## config.mk

```make
export PLATFORM = sky130hd
export DESIGN_NAME = mdio_slave_top
export DESIGN_NICKNAME = d
export VERILOG_FILES = /design/src/rtl/mdio_pkg.sv /design/src/rtl/mdio_frame_rx.sv /design/src/rtl/mdio_regs.sv /design/src/rtl/mdio_out_drv.sv /design/src/rtl/mdio_slave_top.sv
export SDC_FILE = /design/constraint.sdc
export NUM_CORES = 1
export LEC_CHECK = 0
export BUFFER_PORTS_ARGS = -buffer_cell sky130_fd_sc_hd__buf_2
export CAP_MARGIN = 5
export CORE_MARGIN = 1.5
export CORE_UTILIZATION = 62
export DETAILED_ROUTE_END_ITERATION = 6
export HOLD_SLACK_MARGIN = 0.03
export PLACE_DENSITY = 0.78
export SYNTH_ARGS = -nofsm -noshare
export SYNTH_HDL_FRONTEND = slang
export SYNTH_SLANG_ARGS = --single-unit
```

## constraint.sdc

```tcl
create_clock -name mdc -period 2.7 [get_ports mdc]
set_input_delay 0.27 -clock mdc [delete_from_list [all_inputs] [get_ports mdc]]
set_output_delay 0.27 -clock mdc [all_outputs]
set_load 0.05 [all_outputs]
```

## src/rtl/mdio_pkg.sv

```systemverilog
package mdio_pkg;

  localparam int unsigned MDIO_AW = 5;
  localparam int unsigned MDIO_DW = 16;
  localparam int unsigned MDIO_NREG = 32;
  localparam int unsigned PRE_SUP_BIT = 6;

  localparam logic [1:0] OP_READ  = 2'b10;
  localparam logic [1:0] OP_WRITE = 2'b01;

  typedef enum logic [1:0] {
    S_HUNT,
    S_HEAD,
    S_TURN,
    S_DATA
  } fr_state_e;

  // Header length after the start bits: opcode, device address, register address.
  function automatic int unsigned head_len(input int unsigned aw);
    return 2 + 2 * aw;
  endfunction

  // Registers 1..3 are fixed words that writes cannot change.
  function automatic logic is_ro(input int unsigned a);
    return (a >= 1) && (a <= 3);
  endfunction

  // Status word with the preamble-not-required flag forced on.
  function automatic logic [MDIO_DW-1:0] status_word(input logic [MDIO_DW-1:0] base);
    logic [MDIO_DW-1:0] w;
    w = base;
    w[PRE_SUP_BIT] = 1'b1;
    return w;
  endfunction

endpackage

```

## src/rtl/mdio_frame_rx.sv

```systemverilog
module mdio_frame_rx #(
  parameter int unsigned AW = mdio_pkg::MDIO_AW,
  parameter int unsigned DW = mdio_pkg::MDIO_DW
) (
  input  logic                clk,
  input  logic                rst_n,
  input  logic                mdio_in,
  input  logic [AW-1:0]       phy_addr,
  output mdio_pkg::fr_state_e state_o,
  output logic [AW-1:0]       reg_addr,
  output logic                wr_en,
  output logic [DW-1:0]       wr_data,
  output logic                rd_load,
  output logic                rd_shift,
  output logic                rd_release,
  output logic                rd_active
);
  import mdio_pkg::*;

  localparam int unsigned HEAD_W = head_len(AW);
  localparam int unsigned CNT_MAX = (DW > HEAD_W) ? DW : HEAD_W;
  localparam int unsigned CNT_W = $clog2(CNT_MAX);
  localparam logic [CNT_W-1:0] HEAD_LAST = CNT_W'(HEAD_W - 1);
  localparam logic [CNT_W-1:0] DATA_LAST = CNT_W'(DW - 1);
  localparam logic [CNT_W-1:0] TURN_LAST = CNT_W'(1);

  fr_state_e          state;
  logic [CNT_W-1:0]   cnt;
  logic               prev_q;
  logic [HEAD_W-2:0]  head_q;
  logic [DW-2:0]      data_q;
  logic               rd_q;
  logic               wr_q;
  logic [AW-1:0]      addr_q;

  // Named internal events
  logic               sof_seen;
  logic               head_done;
  logic               data_done;
  logic [HEAD_W-1:0]  head_nx;
  logic [1:0]         op_nx;
  logic [AW-1:0]      phy_nx;
  logic [AW-1:0]      ra_nx;
  logic               addr_match;

  assign sof_seen   = (state == S_HUNT) && !prev_q && mdio_in;
  assign head_done  = (state == S_HEAD) && (cnt == HEAD_LAST);
  assign data_done  = (state == S_DATA) && (cnt == DATA_LAST);
  assign head_nx    = {head_q, mdio_in};
  assign op_nx      = head_nx[HEAD_W-1 -: 2];
  assign phy_nx     = head_nx[2*AW-1 -: AW];
  assign ra_nx      = head_nx[AW-1:0];
  assign addr_match = (phy_nx == phy_addr);

  always_ff @(posedge clk or negedge rst_n) begin
    if (!rst_n) begin
      state  <= S_HUNT;
      cnt    <= '0;
      prev_q <= 1'b1;
      head_q <= '0;
      data_q <= '0;
      rd_q   <= 1'b0;
      wr_q   <= 1'b0;
      addr_q <= '0;
    end else begin
      case (state)
        S_HUNT: begin
          prev_q <= mdio_in;
          if (sof_seen) begin
            state <= S_HEAD;
            cnt   <= '0;
          end
        end
        S_HEAD: begin
          head_q <= head_nx[HEAD_W-2:0];
          cnt    <= cnt + 1'b1;
          if (head_done) begin
            state  <= S_TURN;
            cnt    <= '0;
            rd_q   <= addr_match && (op_nx == OP_READ);
            wr_q   <= addr_match && (op_nx == OP_WRITE);
            addr_q <= ra_nx;
          end
        end
        S_TURN: begin
          cnt <= cnt + 1'b1;
          if (cnt == TURN_LAST) begin
            state <= S_DATA;
            cnt   <= '0;
          end
        end
        S_DATA: begin
          data_q <= {data_q[DW-3:0], mdio_in};
          cnt    <= cnt + 1'b1;
          if (data_done) begin
            state  <= S_HUNT;
            cnt    <= '0;
            prev_q <= 1'b1;
            rd_q   <= 1'b0;
            wr_q   <= 1'b0;
          end
        end
        default: state <= S_HUNT;
      endcase
    end
  end

  assign state_o    = state;
  assign reg_addr   = addr_q;
  assign rd_active  = rd_q;
  assign wr_en      = wr_q && data_done;
  assign wr_data    = {data_q, mdio_in};
  assign rd_load    = rd_q && (state == S_TURN) && (cnt == '0);
  assign rd_shift   = rd_q && (((state == S_TURN) && (cnt == TURN_LAST)) ||
                               ((state == S_DATA) && (cnt != DATA_LAST)));
  assign rd_release = rd_q && data_done;

  // Every frame is exactly DW data bits long and then hunting resumes (back to back).
  assert_frame_end_R10: assert property (@(posedge clk) disable iff (!rst_n)
    data_done |=> (state == S_HUNT));

  // A completed header always leads into the turnaround.
  assert_head_to_turn_R5: assert property (@(posedge clk) disable iff (!rst_n)
    head_done |=> (state == S_TURN) && (cnt == '0));

endmodule

```

## src/rtl/mdio_regs.sv

```systemverilog
module mdio_regs #(
  parameter int unsigned AW          = mdio_pkg::MDIO_AW,
  parameter int unsigned DW          = mdio_pkg::MDIO_DW,
  parameter int unsigned NREG        = mdio_pkg::MDIO_NREG,
  parameter logic [DW-1:0] STATUS_BASE = 16'h7809,
  parameter logic [DW-1:0] ID_HI     = 16'hA5C3,
  parameter logic [DW-1:0] ID_LO     = 16'h5E10
) (
  input  logic          clk,
  input  logic          rst_n,
  input  logic          wr_en,
  input  logic [AW-1:0] addr,
  input  logic [DW-1:0] wr_data,
  output logic [DW-1:0] rd_data
);
  import mdio_pkg::*;

  function automatic logic [DW-1:0] fixed_word(input int unsigned a);
    case (a)
      1:       return status_word(STATUS_BASE);
      2:       return ID_HI;
      3:       return ID_LO;
      default: return '0;
    endcase
  endfunction

  logic [DW-1:0] word [NREG];

  for (genvar i = 0; i < NREG; i++) begin : g_reg
    if (is_ro(i)) begin : g_fixed
      assign word[i] = fixed_word(i);
    end else begin : g_store
      always_ff @(posedge clk or negedge rst_n) begin
        if (!rst_n) begin
          word[i] <= '0;
        end else if (wr_en && (addr == AW'(i))) begin
          word[i] <= wr_data;
        end
      end
    end
  end

  assign rd_data = word[addr];

  // Writes to storage registers land with the full data word.
  assert_write_lands_R8: assert property (@(posedge clk) disable iff (!rst_n)
    (wr_en && !is_ro(int'(addr))) |=> (word[$past(addr)] == $past(wr_data)));

  // Register 1 keeps its supported-flag set at all times.
  assert_status_flag_R4: assert property (@(posedge clk) disable iff (!rst_n)
    (addr == AW'(1)) |-> rd_data[PRE_SUP_BIT]);

endmodule

```

## src/rtl/mdio_out_drv.sv

```systemverilog
module mdio_out_drv #(
  parameter int unsigned DW = mdio_pkg::MDIO_DW
) (
  input  logic          clk,
  input  logic          rst_n,
  input  logic          load,
  input  logic          shift,
  input  logic          release_line,
  input  logic [DW-1:0] load_data,
  output logic          mdio_out,
  output logic          mdio_oe
);

  logic [DW-1:0] sh_q;

  always_ff @(posedge clk or negedge rst_n) begin
    if (!rst_n) begin
      sh_q     <= '0;
      mdio_out <= 1'b0;
      mdio_oe  <= 1'b0;
    end else if (load) begin
      sh_q     <= load_data;
      mdio_out <= 1'b0;
      mdio_oe  <= 1'b1;
    end else if (shift) begin
      mdio_out <= sh_q[DW-1];
      sh_q     <= {sh_q[DW-2:0], 1'b0};
    end else if (release_line) begin
      mdio_oe  <= 1'b0;
      mdio_out <= 1'b0;
    end
  end

  // Second turnaround bit is a driven zero.
  assert_turn_zero_R5: assert property (@(posedge clk) disable iff (!rst_n)
    load |=> (mdio_oe && !mdio_out));

  // Line let go right after the final data bit.
  assert_release_R6: assert property (@(posedge clk) disable iff (!rst_n)
    release_line |=> !mdio_oe);

  // While shifting data the driver stays enabled.
  assert_shift_driven_R6: assert property (@(posedge clk) disable iff (!rst_n)
    shift |-> mdio_oe);

endmodule

```

## src/rtl/mdio_slave_top.sv

```systemverilog
module mdio_slave_top #(
  parameter int unsigned AW          = mdio_pkg::MDIO_AW,
  parameter int unsigned DW          = mdio_pkg::MDIO_DW,
  parameter int unsigned NREG        = mdio_pkg::MDIO_NREG,
  parameter logic [DW-1:0] STATUS_BASE = 16'h7809,
  parameter logic [DW-1:0] ID_HI     = 16'hA5C3,
  parameter logic [DW-1:0] ID_LO     = 16'h5E10
) (
  input  logic          mdc,
  input  logic          rst_n,
  input  logic [AW-1:0] phy_addr,
  input  logic          mdio_in,
  output logic          mdio_out,
  output logic          mdio_oe
);
  import mdio_pkg::*;

  fr_state_e     fr_state;
  logic [AW-1:0] reg_addr;
  logic          wr_en;
  logic [DW-1:0] wr_data;
  logic [DW-1:0] rd_data;
  logic          rd_load;
  logic          rd_shift;
  logic          rd_release;
  logic          rd_active;

  mdio_frame_rx #(.AW(AW), .DW(DW)) u_rx (
    .clk        (mdc),
    .rst_n      (rst_n),
    .mdio_in    (mdio_in),
    .phy_addr   (phy_addr),
    .state_o    (fr_state),
    .reg_addr   (reg_addr),
    .wr_en      (wr_en),
    .wr_data    (wr_data),
    .rd_load    (rd_load),
    .rd_shift   (rd_shift),
    .rd_release (rd_release),
    .rd_active  (rd_active)
  );

  mdio_regs #(
    .AW(AW), .DW(DW), .NREG(NREG),
    .STATUS_BASE(STATUS_BASE), .ID_HI(ID_HI), .ID_LO(ID_LO)
  ) u_regs (
    .clk     (mdc),
    .rst_n   (rst_n),
    .wr_en   (wr_en),
    .addr    (reg_addr),
    .wr_data (wr_data),
    .rd_data (rd_data)
  );

  mdio_out_drv #(.DW(DW)) u_drv (
    .clk          (mdc),
    .rst_n        (rst_n),
    .load         (rd_load),
    .shift        (rd_shift),
    .release_line (rd_release),
    .load_data    (rd_data),
    .mdio_out     (mdio_out),
    .mdio_oe      (mdio_oe)
  );

  // Driver only on for a matched read frame.
  assert_drive_only_read_R7: assert property (@(posedge mdc) disable iff (!rst_n)
    mdio_oe |-> rd_active);

  // Never driving while hunting for a start pattern.
  assert_hunt_quiet_R1: assert property (@(posedge mdc) disable iff (!rst_n)
    (fr_state == S_HUNT) |-> !mdio_oe);

  // Reads and writes never coincide.
  assert_no_rw_clash_R9: assert property (@(posedge mdc) disable iff (!rst_n)
    !(wr_en && (rd_load || rd_shift)));

endmodule

```

==> out/qor_table.md, run 1 <==
| Item | Reported | Unit |
| --- | --- | --- |
| Run status | finished, final reports clean | - |
| Maximum clock skew at final layout | 23.7 | ps |
| Final setup TNS | 0 | ps |
| Placeable core region | 38600 | um^2 |
| Vias in the first global route | 15200 | - |
| Synthesis-stage register bit count | 522 | - |
| Post-synthesis average cell area | 15.1 | um^2 |
| Routed metal-1 wire length | 23800 | um |
| Number of gates resized after cts | 0 | - |
| Critical path launch point | u_rx.reg_addr[0] | - |
| Top cells by instance count after synthesis | dfrtp_1, mux2_2, mux4_2, clkbuf_1, nand2_1 | - |
| Number of stages on the worst hold path | 4 | - |
| Routed wire per std cell | 26.8 | um |
| Count of distinct cell types in the synthesized netlist | 72 | - |
| Launch instance of the worst register-to-register path | u_rx.reg_addr[0] | - |
| Clk_lat worst skew | 600 | ps |
| Total global-route track usage | 30.3 | % |
| Worst slew pin tran | 1130 | ps |
| Detailed-routed wire length on met2 | 28600 | um |
| Die Height | 200 | um |
| Critical path class | reg -> reg | - |
| Number of instances in the synthesized netlist | 1593 | - |
| Cell Pwr Density | 714 | nW/um^2 |
| Core Rows | 72 | - |
| Global placer's final weighted congestion | 0.923 | - |
| Pin count of the biggest net entering global routing | 84 | - |
| Ys flop type | dfrtp_1 | - |
| Worst relative slew slack | 24.8 | % |
| Async S/R FF share, synth | 100 | % |
| Count of buffers inserted at the top-level ports | 9 | - |
| Total die area | 40100 | um^2 |
| Portion of synthesized cell area occupied by the leading cell type | 54.0 | % |
| Number of antenna violations at the first check in global routing | 0 | - |
| First-pass DRT Iterations | 5 | - |
| Via/cell ratio | 6.48 | - |
| Capturing element type of the critical path | flop | - |
| Type of origin of the critical path | flop | - |
| Remaining antenna violation count after routing | 0 | - |
| Synth Warn # | 0 | - |
| Min Clock Period, post-route | 2590 | ps |
| Number of remaining DRC errors | 0 | - |
| Cts bufs inserted | 52 | - |
| Worst Reg-to-Reg Cells | 6 | - |
| Reported leakage power | 12.8 | nW |
| Maximum capacitance violations | 0 | - |
| First-pass GRT wire length | 92100 | um |
| Req. time, crit path | 3170 | ps |
| Iteration-0 DRC count of the detailed router | 913 | - |
| Inserted Diodes | 0 | - |
| Area occupied by multi-input gates | 10300 | um^2 |
| Post-route standard cell area excluding fillers | 26900 | um^2 |
| Number of pins exceeding their max-slew limit in the final report | 0 | - |
| Origin of the worst min-delay path | mdio_in | - |
| Clock Sinks | 522 | - |
| Class of the tightest hold or removal check | in -> reg | - |
| Quantity of hold-fixing buffers added after cts | 1 | - |
| CTS Root Cell | clkbuf_16 | - |
| Number of endpoints with negative hold slack in the final report | 0 | - |
| Combined flip-flop and latch cell area | 13100 | um^2 |
| Setup repair after global routing missed its margin | no | - |
| Post-synthesis sequential area ratio | 54.1 | % |
| Setup-violating endpoint count in the final report | 0 | - |
| Summed instance area of the synthesized netlist | 24100 | um^2 |
| Clock tree from TritonCTS | done | - |
| Worst IR Drop VDD | 0.000621 | V |
| Clk buf depth | 3 | - |
| HPWL after detailed placement | 36500 | um |
| Number of synthesized flops with an enable pin | 0 | - |
| Overall routed net length | 58300 | um |
| Count of nets after finishing | 1630 | - |
| Post-CTS setup repair buffer count | 0 | - |
| Library cell with the highest instance count after synthesis | dfrtp_1 | - |
| Effective utilization at floorplan | 62.6 | % |
| Layout-stage area growth over the synthesis result | 11.4 | % |
| Post-synthesis cell type with the largest combined area | dfrtp_1 | - |
| Worst endpoint data arrival time | 3060 | ps |
| Chip Width | 200 | um |
| Total via count in the routed design | 14100 | - |
| Clock H-tree levels | 2 | - |
| Worst Path Max Fanout | 13 | - |
| Placed standard-cell area | 25100 | um^2 |
| Leading cell types by total area after synthesis | dfrtp_1, mux2_2, mux4_2 | - |
| Top layer reached by signal wires | met4 | - |
| Post-route fraction of the period consumed by the critical path | 95.8 | % |
| Number of filler cells placed in the layout | 2591 | - |
| Grt total ovfl | 0 | - |
| Maximum clock rate | 386 | MHz |
| Syn nets | 1608 | - |
| I/O pins | 10 | - |
| Detailed route wirelength on metal3 | 3550 | um |
| Fraction of final layout cells with drive strength greater than 1 | 50.5 | % |
| Clock slew seen by the registers of the worst setup and hold paths | 60 | ps |
critical path, stage by stage, from the launching register on:
cell and delay, ps:
dfrtp_4 620, buf_12 210, buf_4 200, mux4_2 530
mux4_2 540, nor3_1 280, a211oi_1 80
placed cells by master, fill, tap and decap left out, types with 3 or more instances in the layout:
cell       count
a211oi_1       7
a21oi_1       15
a221oi_1       6
a22oi_1        3
a31oi_1        7
and3_1         6
buf_12        30
buf_2          8
buf_4         62
bufinv_16      3
clkbuf_1      19
clkbuf_16     53
clkbuf_8      13
clkinv_2       5
dfrtp_1      517
ha_1           7
inv_1         10
mux2_2       506
mux2i_1       30
mux4_1         8
mux4_2       106
nand2_1       55
nand2_2       13
nand2b_1       7
nand3_1       19
nor2_1        24
nor2_2        15
nor2_4         3
nor2b_1        3
nor3_1         4
o21ai_0       27
o22ai_1        4
xor2_1         5
area by class of cell:
cell class                 instances  area share, %
multi-input combinational        925           38.2
clock buffer                      85           5.87
tap                              518           2.41
inverter                          12          0.168
timing repair buffer             102           4.21
sequential                       522           48.6
clock inverter                    11          0.521
cell families after synthesis:
logic type / count (synthesis) / synth area share [%]
flops: 522 / 54.1
compound gates: 99 / 2.75
xor+xnor: 5 / 0.181
mux: 650 / 35.6
fa+ha+maj: 7 / 0.363
simple gates: 164 / 3.60
buf+inv: 146 / 3.33
path summary, 6_finish.rpt:
kind,end,slack [ps]
max in group asynchronous,u_rx.reg_addr[0],1540
setup reg to reg,u_drv.sh_q[12],110
min in group asynchronous,u_regs.word[435],290
hold reg to reg,u_rx.wr_q,490
hold / removal,u_rx.cnt[2],110
setup / recovery,u_drv.sh_q[12],110
power breakdown:
group | internal, mW | switching, mW
Sequential | 8.21 | 0.744
Clock | 4.26 | 3.00
Combinational | 1.13 | 1.83
Total | 13.6 | 5.58
metrics by stage:
step           power [mW]  utilization [%]  setup slack, ps  std cells  hold slack [ps]
6_report             19.2             69.7              112       2175              110
5_1_grt              19.9             69.7             25.7       2175              122
4_1_cts              19.2             69.7              137       2175             71.2
3_5_place_dp         12.0             65.2              150       2078              354
3_3_place_gp         11.8             65.2              148       2078              348
2_1_floorplan        10.7                -              406       1593            -25.6
metal layers:
metal  up-vias  GRT usage, %
met4         0          13.0
li1       5926             -
met3       135          6.20
met5         -             0
met2       416          48.8
met1      7608          40.4
registers in the layout (all words and copies together) (netlist names):
signal / flops
u_regs.word: 464
u_drv.sh_q: 16
u_rx.data_q: 15
u_rx.head_q: 11
u_rx.reg_addr: 5
u_rx.cnt: 4
u_rx.state_o: 2
u_drv.mdio_oe: 1
u_drv.mdio_out: 1
u_rx.prev_q: 1
u_rx.rd_active: 1
u_rx.wr_q: 1
Power figures use the tool's default switching activity.
==> inputs of run 2 (changes only) <==
- CAP_MARGIN: 5 -> default
- CELL_PAD_IN_SITES_DETAIL_PLACEMENT: default -> 0
- CELL_PAD_IN_SITES_GLOBAL_PLACEMENT: default -> 1
- CORE_UTILIZATION: 62 -> 55
- PLACE_DENSITY: 0.78 -> default
- PLACE_DENSITY_LB_ADDON: default -> 0.1
==> run 2 against run 1 <==
Routed wire length rose by 2.0%. Combinational power rose by 16%. Register-to-register slack better by 30 ps. Die area up 13%. Critical path type unchanged. Critical endpoint is now u_regs.word[328].
==> out/qor_table.md, run 2 (synthesized netlist as in run 1, its figures left out) <==
| Item | Reported | Unit | vs previous |
| --- | --- | --- | --- |
| Post-Place Cells | 2159 | - | +3.9% |
| Setup repair after global routing missed its margin | no | - |  |
| Most common library cell in the layout ignoring fill and taps | dfrtp_1 | - |  |
| Register containing the most flip-flops in the final layout | u_regs.word | - |  |
| Number of stages on the worst hold path | 4 | - | unchanged |
| Clock slew seen by the registers of the worst setup and hold paths | 50 | ps | about the same |
| Via/cell ratio | 6.13 | - | -5.4% |
| Clock tree from TritonCTS | done | - |  |
| Placeable core region | 43200 | um^2 | +12% |
| First-pass GRT wire length | 93000 | um | +1.0% |
| Worst endpoint data arrival time | 3040 | ps | -20 ps |
| Worst IR Drop VDD | 0.000869 | V | +40% |
| Class of the tightest hold or removal check | in -> reg | - |  |
| Post-route fraction of the period consumed by the critical path | 94.6 | % | -1.2 points |
| Maximum clock rate | 391 | MHz | +1.3% |
| Grt total ovfl | 0 | - | unchanged |
| Number of remaining DRC errors | 0 | - | unchanged |
| Count of buffers inserted at the top-level ports | 9 | - | unchanged |
| Layout-stage area growth over the synthesis result | 12.7 | % |  |
| Routed wire per std cell | 26.2 | um | -2.4% |
| Req. time, crit path | 3180 | ps | about the same |
| Core Rows | 76 | - | +5.6% |
| Vias in the first global route | 14900 | - | -2.3% |
| I/O pins | 10 | - | unchanged |
| CP max stage cell | or3_4 | - |  |
| Total die area | 45100 | um^2 | +13% |
| Total global-route track usage | 27.8 | % | -2.4 points |
| Cell-by-cell trace of the critical path | ha_1 > nand3_2 > or3_4 > nor2_4 > nand2_2 > mux2_2 | - |  |
| Run status | finished, final reports clean | - |  |
| Number of buffers and inverters on the critical path | 0 | - | -2 |
| Critical path class | reg -> reg | - |  |
| Cell Pwr Density | 724 | nW/um^2 | +1.4% |
| First-pass DRT Iterations | 4 | - | -1 |
| Reported leakage power | 13.0 | nW | +1.1% |
| Worst Reg-to-Reg Cells | 6 | - | unchanged |
| Fraction of final layout cells with drive strength greater than 1 | 51.2 | % | +0.73 points |
| CTS Root Cell | clkbuf_16 | - |  |
| Maximum capacitance violations | 0 | - | unchanged |
| Clk buf depth | 3 | - | unchanged |
| Capturing element type of the critical path | flop | - |  |
| Pin count of the biggest net entering global routing | 86 | - | +2.4% |
| Remaining antenna violation count after routing | 0 | - | unchanged |
| Clock Sinks | 522 | - | unchanged |
| Area occupied by multi-input gates | 10300 | um^2 | unchanged |
| Min Clock Period, post-route | 2560 | ps | -32.5 ps |
| Worst Path Max Fanout | 16 | - | +3 |
| Highest cell delay on the worst timing path | 510 | ps | -110 ps |
| Setup-violating endpoint count in the final report | 0 | - | unchanged |
| Global placer's final weighted congestion | 0.879 | - | -4.8% |
| Clk_lat worst skew | 610 | ps | about the same |
| Inserted Diodes | 0 | - | unchanged |
| Count of nets after finishing | 1655 | - | +1.5% |
| Die Height | 212 | um | +6.1% |
| Number of pins exceeding their max-slew limit in the final report | 0 | - | unchanged |
| Final instance count without filler cells | 2273 | - | +4.5% |
| Minimum hold slack | 96.6 | ps | -13.5 ps |
| Maximum clock skew at final layout | 18.4 | ps | -5.30 ps |
| Number of filler cells placed in the layout | 3319 | - | +28% |
| Worst slew pin tran | 1070 | ps | -56.8 ps |
| Type of origin of the critical path | flop | - |  |
| Iteration-0 DRC count of the detailed router | 950 | - | +4.1% |
| Cts bufs inserted | 56 | - | +7.7% |
| Chip Width | 212 | um | +6.1% |
| Leading cell types in the layout, fill and taps excluded | dfrtp_1, mux2_2, mux4_2 | - |  |
| Number of antenna violations at the first check in global routing | 0 | - | unchanged |
| Count of cell instances traversed by the critical path | 6 | - | unchanged |
| Cell type group with the largest total delay on the critical path | simple AND/OR/NAND/NOR gates | - |  |
| Overall routed net length | 59500 | um | +2.0% |
| Total via count in the routed design | 13900 | - | -1.1% |
| Post-route core utilization | 63.0 | % | -6.7 points |
| Number of endpoints with negative hold slack in the final report | 0 | - | unchanged |
| Effective utilization at floorplan | 55.9 | % | -6.7 points |
| Top Registers | u_regs.word (464), u_drv.sh_q (16), u_rx.data_q (15) | - |  |
| Combined flip-flop and latch cell area | 13100 | um^2 | unchanged |
| Number of flip-flops under the largest register name | 464 | - | unchanged |
| HPWL after detailed placement | 37100 | um | +1.7% |
| Clock H-tree levels | 2 | - | unchanged |
| Final setup TNS | 0 | ps | unchanged |
| Worst relative slew slack | 28.5 | % | +3.8 points |
[run 2: what timing repair did]
action,CTS,global route
hold buffers,1,0
endpoints found under the setup margin,0,1
endpoints found under the hold margin,48,0
gates resized for setup,0,0
setup buffers,0,7
[run 2: path summary, 6_finish.rpt]
check,from,endpoint,slack [ps]
max in group asynchronous,rst_n,u_regs.word[191],1580
min reg2reg,u_rx.wr_q,u_rx.wr_q,490
min,mdio_in,u_rx.cnt[2],100
max,u_rx.cnt[0],u_regs.word[328],140
max reg2reg,u_rx.cnt[0],u_regs.word[328],140
min in group asynchronous,rst_n,u_regs.word[436],220
[run 2: cell type report]
cell class	instances	area share (%)
Sequential cell	522	48.1
Timing Repair Buffer	123	4.55
Clock buffer	93	6.26
Clock inverter	13	0.557
Tap cell	585	2.69
Inverter	12	0.166
Multi-Input combinational cell	925	37.7
[run 2: power breakdown]
part / switching (mW) / internal [mW] / total [mW]
combinational: 2.27 / 1.17 / 3.43
sequential: 0.363 / 8.22 / 8.58
clock: 3.10 / 4.57 / 7.67
[run 2: worst register-to-register path: stages (launching register included)]
cell and delay, ps:
dfrtp_1 420, ha_1 310, nand3_2 190, or3_4 510
nor2_4 210, nand2_2 370, mux2_2 430
[run 2: metal layers]
layer	routed length (um)	global-route usage (%)	vias up	share of wire [%]
li1	-	-	5982	-
met1	27300	39.5	7600	46
met2	28300	44.4	255	48
met3	2440	4.95	95	4.1
met4	1530	7.90	0	2.6
met5	0	0	-	0
[run 2: through the flow]
step / total power [mW] / cell area, um^2 / setup slack [ps]
global placement: 12.0 / 25300 / 86.9
CTS: 19.8 / 27100 / 88.6
global route: 20.5 / 27200 / 21.7
detailed placement: 12.1 / 25300 / 103
floorplan: 10.7 / 24100 / 406
finish: 19.7 / 27200 / 145
==> inputs of run 3 (changes only) <==
- CORE_UTILIZATION: 55 -> 25
- clock period: 2.7 -> 2.9 ns (I/O delays scaled with it)
==> run 3 against run 2 <==
Total power increased by 0.31%. Final area increased by 4.9%. Clock power increased by 8.7%. Critical path type unchanged. Via count decreased by 0.60%. Largest cell class unchanged. Count of clock-buffer cells in the layout increased by 10.
==> out/qor_table.md, run 3 (synthesized netlist as in run 1, its figures left out) <==
| Item | Reported | Unit | vs previous |
| --- | --- | --- | --- |
| Run status | finished, final reports clean | - |  |
| Worst relative slew slack | 19.5 | % | -9.0 points |
| Number of filler cells placed in the layout | 9509 | - | +190% |
| Core Rows | 113 | - | +49% |
| CTS Root Cell | clkbuf_16 | - |  |
| Top Registers | u_regs.word (464), u_drv.sh_q (16), u_rx.data_q (15) | - |  |
| Overall routed net length | 76000 | um | +28% |
| Maximum clock skew at final layout | 21.4 | ps | +3.01 ps |
| Worst endpoint data arrival time | 3140 | ps | +100 ps |
| Capturing element type of the critical path | flop | - |  |
| Total via count in the routed design | 13800 | - | -0.60% |
| Class of the tightest hold or removal check | in -> reg | - |  |
| Total die area | 98400 | um^2 | +120% |
| Number of pins exceeding their max-slew limit in the final report | 0 | - | unchanged |
| Count of nets after finishing | 1665 | - | +0.60% |
| Clock tree from TritonCTS | done | - |  |
| Number of flip-flops under the largest register name | 464 | - | unchanged |
| Pin count of the biggest net entering global routing | 75 | - | -13% |
| First-pass DRT Iterations | 5 | - | +1 |
| Number of endpoints with negative hold slack in the final report | 0 | - | unchanged |
| Number of gates resized after cts | 0 | - | unchanged |
| Placeable core region | 95300 | um^2 | +120% |
| Clk buf depth | 3 | - | unchanged |
| Most common library cell in the layout ignoring fill and taps | dfrtp_1 | - |  |
| Count of buffers inserted at the top-level ports | 9 | - | unchanged |
| Number of remaining DRC errors | 0 | - | unchanged |
| Critical path class | reg -> reg | - |  |
| Total global-route track usage | 15.8 | % | -12 points |
| Maximum capacitance violations | 0 | - | unchanged |
| Die Height | 314 | um | +48% |
| Routed wire per std cell | 25.6 | um | -2.2% |
| Global placer's final weighted congestion | 0.741 | - | -16% |
| Worst slack at placement | 217 | ps | +114 ps |
| Layout-stage area growth over the synthesis result | 18.3 | % |  |
| Grt total ovfl | 0 | - | unchanged |
| Leading cell types in the layout, fill and taps excluded | dfrtp_1, mux2_2, mux4_2 | - |  |
| Effective utilization at floorplan | 25.3 | % | -31 points |
| Fraction of final layout cells with drive strength greater than 1 | 52.1 | % | +0.82 points |
| Number of antenna violations at the first check in global routing | 0 | - | unchanged |
| Clk_lat worst skew | 600 | ps | about the same |
| Crit-path most repeated cell | buf_4 | - |  |
| Cell-by-cell trace of the critical path | ha_1 > nand3_2 > nor3_2 > buf_4 > nand2_1 > nor2_2 > buf_4 > mux2_2 | - |  |
| Register containing the most flip-flops in the final layout | u_regs.word | - |  |
| Clock Sinks | 522 | - | unchanged |
| Iteration-0 DRC count of the detailed router | 784 | - | -17% |
| Maximum clock rate | 374 | MHz | -4.3% |
| Reported leakage power | 13.2 | nW | +1.8% |
| Remaining antenna violation count after routing | 0 | - | unchanged |
| Setup repair after global routing missed its margin | no | - |  |
| CP max stage cell | dfrtp_1 | - |  |
| Via/cell ratio | 4.67 | - | -24% |
| First-pass GRT wire length | 113000 | um | +21% |
| Highest cell delay on the worst timing path | 430 | ps | -80 ps |
| Min Clock Period, post-route | 2670 | ps | +115 ps |
| Post-route fraction of the period consumed by the critical path | 92.1 | % | -2.6 points |
| Combined flip-flop and latch cell area | 13100 | um^2 | about the same |
| Worst IR Drop VDD | 0.000323 | V | -63% |
| Cts bufs inserted | 66 | - | +18% |
| Number of buffers and inverters on the critical path | 2 | - | +2 |
| Area occupied by multi-input gates | 10300 | um^2 | unchanged |
| Cell Pwr Density | 692 | nW/um^2 | -4.4% |
| Worst Path Max Fanout | 11 | - | -5 |
| Chip Width | 314 | um | +48% |
| HPWL after detailed placement | 47400 | um | +28% |
| Req. time, crit path | 3370 | ps | +190 ps |
| Final setup TNS | 0 | ps | unchanged |
| Setup-violating endpoint count in the final report | 0 | - | unchanged |
| Final worst setup slack | 230 | ps | +84.7 ps |
| Type of origin of the critical path | flop | - |  |
| Cell type group with the largest total delay on the critical path | simple AND/OR/NAND/NOR gates | - |  |
| Clock H-tree levels | 3 | - | +1 |
| Vias in the first global route | 15100 | - | +1.7% |
| Clock slew seen by the registers of the worst setup and hold paths | 60 | ps | about the same |
| Worst slew pin tran | 1210 | ps | +136 ps |
| I/O pins | 10 | - | unchanged |
==> run 3: cell count changes in the layout (fill, tap and decap cells not counted), sizes merged <==
cell	previous run	this run
clkbuf	93	103
diode	0	4
inv	15	13
bufinv	3	2
clkinv	7	8
==> run 3: final timing paths <==
check / endpoint / cells past startpoint / slack, ps / start
max: u_regs.word[149] / 8 / 230 / u_rx.cnt[0]
min: u_rx.wr_q / 5 / 220 / phy_addr[0]
max reg2reg: u_regs.word[149] / 8 / 230 / u_rx.cnt[0]
min reg2reg: u_regs.word[355] / 1 / 500 / u_regs.word[355]
max in group asynchronous: u_regs.word[289] / 3 / 1710 / rst_n
min in group asynchronous: u_regs.word[430] / 2 / 280 / rst_n
==> run 3: timing repair <==
action,CTS,global route
hold buffers,1,0
buffers inserted,0,0
endpoints found under the hold margin,47,0
endpoints found under the setup margin,0,0
==> run 3: power breakdown <==
part	switching [mW]	total [mW]	internal, mW	leakage (nW)
Combinational	2.00	3.07	1.07	4.96
Sequential	0.690	8.34	7.65	7.15
Clock	3.26	8.34	5.08	1.09
==> run 3: layout make-up <==
cell class                 count  area share, %
antenna                        4         0.0351
clock buffer                 103           7.28
clock inverter                11          0.395
inverter                      12          0.158
multi-input combinational    925           35.9
sequential                   522           45.8
tap                         1265           5.55
timing repair buffer         123           4.82
==> run 3: stage by stage <==
step,cells,power [mW],util [%],hold WS [ps],instance area (um^2)
3_5_place_dp,2846,11.6,27.6,307,26300
2_1_floorplan,1593,9.98,-,-5.59,24100
5_1_grt,2961,20.7,29.9,233,28500
6_report,2965,19.7,29.9,222,28500
4_1_cts,2961,20.1,29.9,185,28500
3_3_place_gp,2846,11.6,27.6,303,26300
==> run 3: routing by layer <==
layer | GRT usage [%] | share of wire [%] | vias to the layer above
met3 | 2.08 | 3.0 | 108
met5 | 0 | 0 | -
met4 | 4.77 | 2.7 | 0
met2 | 25.8 | 48 | 198
li1 | - | - | 6018
met1 | 21.8 | 47 | 7524
==> run 3: worst register-to-register path: cells and delay by family, from the launching register on <==
family / cells / cell delay (ps)
simple gates: 4 / 920
flops: 1 / 430
fa+ha+maj: 1 / 310
mux: 1 / 370
buf+inv: 2 / 540
